--- src/rtl/hr_mac_pkg.sv ---
package hr_mac_pkg;

    // Outgoing plus bit of the exact cell: digit value p - m + y is at least one.
    function automatic logic hr_plus_exact(input logic p, input logic m, input logic y);
        return (p & ~m) | (p & y) | (~m & y);
    endfunction

    // Minus bit of either cell: digit value is odd.
    function automatic logic hr_minus(input logic p, input logic m, input logic y);
        return p ^ m ^ y;
    endfunction

    // Number of low positions built from the approximate cell.
    function automatic int hr_approx_count(input int width, input int exact_msbs);
        if (exact_msbs >= width) return 0;
        if (exact_msbs <= 0)     return width;
        return width - exact_msbs;
    endfunction

endpackage

--- src/rtl/hr_add_row.sv ---
// One row of signed-digit plus binary adder cells, carry-free.
module hr_add_row
    import hr_mac_pkg::*;
#(
    parameter int W       = 32,
    parameter int NAPPROX = 0
) (
    input  logic [W-1:0] xp,
    input  logic [W-1:0] xm,
    input  logic [W-1:0] y,
    output logic [W-1:0] sp,
    output logic [W-1:0] sm
);

    logic [W-1:0] carry;

    assign carry[0] = 1'b0;

    for (genvar i = 0; i < W; i++) begin : g_cell
        assign sm[i] = hr_minus(xp[i], xm[i], y[i]);
        if (i < W - 1) begin : g_carry
            if (i < NAPPROX) begin : g_apx
                assign carry[i+1] = xp[i];
            end else begin : g_exa
                assign carry[i+1] = hr_plus_exact(xp[i], xm[i], y[i]);
            end
        end
    end

    assign sp = carry;

endmodule

--- src/rtl/hr_mult_array.sv ---
// Array multiplier: binary partial products summed into a signed-digit sum.
module hr_mult_array #(
    parameter int N       = 16,
    parameter int NAPPROX = 0,
    localparam int P      = 2 * N
) (
    input  logic [N-1:0] b,
    input  logic [N-1:0] c,
    output logic [P-1:0] prod_p,
    output logic [P-1:0] prod_m
);

    logic [P-1:0] c_ext;
    logic [P-1:0] pp   [N];
    logic [P-1:0] run_p[N+1];
    logic [P-1:0] run_m[N+1];

    assign c_ext    = {{N{1'b0}}, c};
    assign run_p[0] = '0;
    assign run_m[0] = '0;

    for (genvar j = 0; j < N; j++) begin : g_row
        assign pp[j] = b[j] ? (c_ext << j) : '0;

        hr_add_row #(
            .W       (P),
            .NAPPROX (NAPPROX)
        ) u_row (
            .xp (run_p[j]),
            .xm (run_m[j]),
            .y  (pp[j]),
            .sp (run_p[j+1]),
            .sm (run_m[j+1])
        );
    end

    assign prod_p = run_p[N];
    assign prod_m = run_m[N];

endmodule

--- src/rtl/hr_to_bin.sv ---
// Signed-digit to binary: plus vector minus minus vector.
module hr_to_bin #(
    parameter int W = 32
) (
    input  logic [W-1:0] vp,
    input  logic [W-1:0] vm,
    output logic [W-1:0] bin
);

    assign bin = vp - vm;

endmodule

--- src/rtl/hr_approx_mac.sv ---
module hr_approx_mac
    import hr_mac_pkg::*;
#(
    parameter int N = 16,
    parameter int K = N
) (
    input  logic         clk,
    input  logic         rst_n,
    input  logic         clear,
    input  logic         in_valid,
    input  logic [N-1:0] b_in,
    input  logic [N-1:0] c_in,
    output logic [N-1:0] acc_hi,
    output logic [N-1:0] acc_lo,
    output logic         out_valid
);

    localparam int P       = 2 * N;
    localparam int NAPPROX = hr_approx_count(P, K);

    typedef struct packed {
        logic         load;
        logic [N-1:0] b;
        logic [N-1:0] c;
        logic [P-1:0] acc;
        logic         done;
    } mac_st_t;

    mac_st_t st_d, st_q;

    logic [P-1:0] prod_p, prod_m;
    logic [P-1:0] sum_p, sum_m;
    logic [P-1:0] acc_next;

    // Stage signals exposed for the bound checker.
    logic         ld_q;
    logic [N-1:0] b_q, c_q;

    assign ld_q = st_q.load;
    assign b_q  = st_q.b;
    assign c_q  = st_q.c;

    hr_mult_array #(
        .N       (N),
        .NAPPROX (NAPPROX)
    ) u_mult (
        .b      (st_q.b),
        .c      (st_q.c),
        .prod_p (prod_p),
        .prod_m (prod_m)
    );

    hr_add_row #(
        .W       (P),
        .NAPPROX (NAPPROX)
    ) u_acc_row (
        .xp (prod_p),
        .xm (prod_m),
        .y  (st_q.acc),
        .sp (sum_p),
        .sm (sum_m)
    );

    hr_to_bin #(
        .W (P)
    ) u_conv (
        .vp  (sum_p),
        .vm  (sum_m),
        .bin (acc_next)
    );

    always_comb begin
        st_d      = st_q;
        st_d.load = in_valid;
        st_d.done = 1'b0;
        if (in_valid) begin
            st_d.b = b_in;
            st_d.c = c_in;
        end
        if (clear) begin
            st_d.acc = '0;
        end else if (st_q.load) begin
            st_d.acc  = acc_next;
            st_d.done = 1'b1;
        end
    end

    always_ff @(posedge clk or negedge rst_n) begin
        if (!rst_n) begin
            st_q <= '0;
        end else begin
            st_q <= st_d;
        end
    end

    assign acc_hi    = st_q.acc[P-1:N];
    assign acc_lo    = st_q.acc[N-1:0];
    assign out_valid = st_q.done;

endmodule

--- config.mk ---
export PLATFORM = sky130hd
export DESIGN_NAME = hr_approx_mac
export DESIGN_NICKNAME = d
export VERILOG_FILES = /design/src/rtl/hr_mac_pkg.sv /design/src/rtl/hr_add_row.sv /design/src/rtl/hr_mult_array.sv /design/src/rtl/hr_to_bin.sv /design/src/rtl/hr_approx_mac.sv
export SDC_FILE = /design/constraint.sdc
export NUM_CORES = 1
export LEC_CHECK = 0
export CAP_MARGIN = 20
export CORE_MARGIN = 2
export CORE_UTILIZATION = 61
export DETAILED_ROUTE_END_ITERATION = 10
export PLACE_DENSITY = 0.89
export SYNTH_ARGS = -nofsm -noshare
export SYNTH_HDL_FRONTEND = slang
export SYNTH_SLANG_ARGS = --single-unit
export TNS_END_PERCENT = 1
--- constraint.sdc ---
create_clock -name clk -period 12.5 [get_ports clk]
set_input_delay 1.875 -clock clk [delete_from_list [all_inputs] [get_ports clk]]
set_output_delay 1.875 -clock clk [all_outputs]
set_load 0.05 [all_outputs]
==> results.cfg <==
[outcome]
outcome = completed

[timing]
hold_viol = 0
finClkSkew_ns = 0.0102
hold_slack_ns = 0.562
setup_tns_ns = 0
period_share_pct = 87.8
slew_headroom_pct = 42.4
tightest_slew_ns = 0.863
fmax_mhz = 91.1
rsz0062_at_grt = no
finalSetupViolCount = 0
maxSlewViolCount = 0
fin_crit_ns = 10.98

[run]
maxCapViolCount = 0

[yosys]
synth_nets = 1156
seq_area_frac_synth_pct = 18.5
synth.distinct_cells = 47
ys.flop_type = dfrtp_1
ys_async_sr_fraction_pct = 100
yosysWarningCount = 0
postSynthCellCount = 971
syn_area_per_cell_um2 = 9.19
ys_ff_latch = 66
synth_edf_count = 0
syn_area_um2 = 8920

[global_route]
grt_pass1_wl_um = 35600
antenna_found_initial = 0
grt_pass1_vias = 7249
grt_start_max_net_pins = 67
grt_overflow = 0
grt_use_total_pct = 28.6

[clock_network]
clock_path_buffers = 2
post_cts_buffers = 0
cts_buffers = 9
htree_levels = 3
cts_resized = 0
ctsRootBufferMaster = clkbuf_16
clock-sinks = 66
clkTransAtPathRegs_ns = 0.06
clk_latency_ns = 0.36
cts_hold_buf = 0
cts_tree = yes

[placed_design]
gp_congestion = 0.873
dp_hpwl_um = 14900
io_buffer_count = 68

[setup_path]
path_class = flip-flop to flip-flop
critPathMostFrequentCell = fa_1
cp_slowest_cell = dfrtp_1
cp.arrival_ns = 11.26
cp-start-kind = flip-flop
cp_slowest_stage_delay_ns = 0.72
critPathRequiredTime_ns = 12.79
worstPathMaxFanout = 17
r2r_slack_ns = 1.52
cp-end-kind = flip-flop

[floorplanning]
die_w_um = 125
die_h_um = 125
dieArea_um2 = 15600
core_area_um2 = 14400
initial_core_util_pct = 61.8
pin_count = 69
rows = 44

[hold_path]
min_path_type = flip-flop to flip-flop

[detailed_routing]
wl_per_cell_um = 17.7
wirelength_um = 20700
ant_nets = 0
drt_iter0_drc = 607
dr.pass1.iters = 5
viasPerCell = 5.74
drc_errors = 0
num_vias = 6719

[final_layout]
syn_to_final_growth_pct = 10.2
mostFrequentLayoutCell = nand2_1
layout_common_cells = nand2_1 (227), fa_1 (105), inv_1 (92), xnor2_1 (92), clkdlybuf4s50_1 (67)
nets = 1167
drive_gt1_share_pct = 6.59
diodes = 0
==> cell families (layout without fill, tap and decap cells) <==
family / Yosys count / in the layout / share of synthesized area [%]
buf+inv: 165 / 181 / 7.69
compound gates: 56 / 56 / 4.53
xor+xnor: 151 / 151 / 17.6
flops: 66 / 66 / 18.5
mux: 46 / 46 / 5.61
simple gates: 338 / 338 / 16.3
fa+ha+maj: 149 / 149 / 29.7
==> cells in the mapped netlist (all sizes together), types with 2 or more instances <==
cell type,n,area share [%]
o21bai,2,0.29
nor3,5,0.28
a311oi,2,0.20
and2,43,3.0
a21o,9,0.76
o21ai,8,0.45
xnor2,92,9.0
xor2,41,4.0
mux2,32,4.0
mux2i,14,1.6
a41oi,2,0.41
a211oi,7,0.59
xnor3,18,4.6
nand4,5,0.52
nand3,5,0.28
buf,42,2.5
nand2,228,9.6
fa,105,24
or3,4,0.28
a21oi,18,1.1
dfrtp,66,19
inv,92,3.9
clkbuf,30,1.3
o31ai,2,0.22
ha,44,6.2
a31oi,3,0.21
nand2b,2,0.14
nor2,42,1.9
==> through the flow <==
step	cells	setup slack [ns]	instance area, um^2	utilization [%]
5_1_grt	1171	0.974	9830	68.1
3_3_place_gp	1155	1.74	9520	66.0
3_5_place_dp	1155	1.54	9520	66.0
4_1_cts	1171	1.51	9830	68.1
6_report	1171	1.52	9830	68.1
2_1_floorplan	971	2.01	8920	-
==> state kept, by name, summed over array words and instances (netlist names) <==
signal / flops
acc_hi: 16
acc_lo: 16
b_q: 16
c_q: 16
ld_q: 1
out_valid: 1
==> critical path, delay by kind of cell (launching register included) <==
kind,cells,cell delay [ns]
AND/OR/NAND/NOR,2,0.50
AO/OA/AOI/OAI,10,1.71
adder cells (fa/ha/maj),16,7.63
buffers and inverters,5,0.27
flip-flops,1,0.72
XOR/XNOR,1,0.09
==> worst paths after layout <==
check | from | to | cells past startpoint
worst max-delay path | b_q[1] | acc_hi[15] | 34
max in group asynchronous | rst_n | b_q[2] | 2
worst min register to register | acc_hi[3] | acc_hi[3] | 2
worst min-delay path | acc_hi[3] | acc_hi[3] | 2
worst max register to register | b_q[1] | acc_hi[15] | 34
min in group asynchronous | rst_n | c_q[3] | 2
==> metal layers <==
layer / up-vias / wire [um] / GRT usage [%]
li1: 3008 / - / -
met1: 3347 / 8250 / 37.3
met2: 291 / 10200 / 46.8
met3: 73 / 1540 / 5.65
met4: 0 / 694 / 12.9
met5: - / 0 / 0
==> area by class of cell <==
cell class,instances,area [um^2]
fillers,1071,4600
well taps,184,230
clock inverters,7,81.3
clock buffers,9,225
inverters,93,349
flip-flops and latches,66,1650
repair buffers,72,706
multi-input cells,740,6580
Power is not shown: default switching activity piles up to over one toggle a cycle in this logic, so the estimate is an artifact.
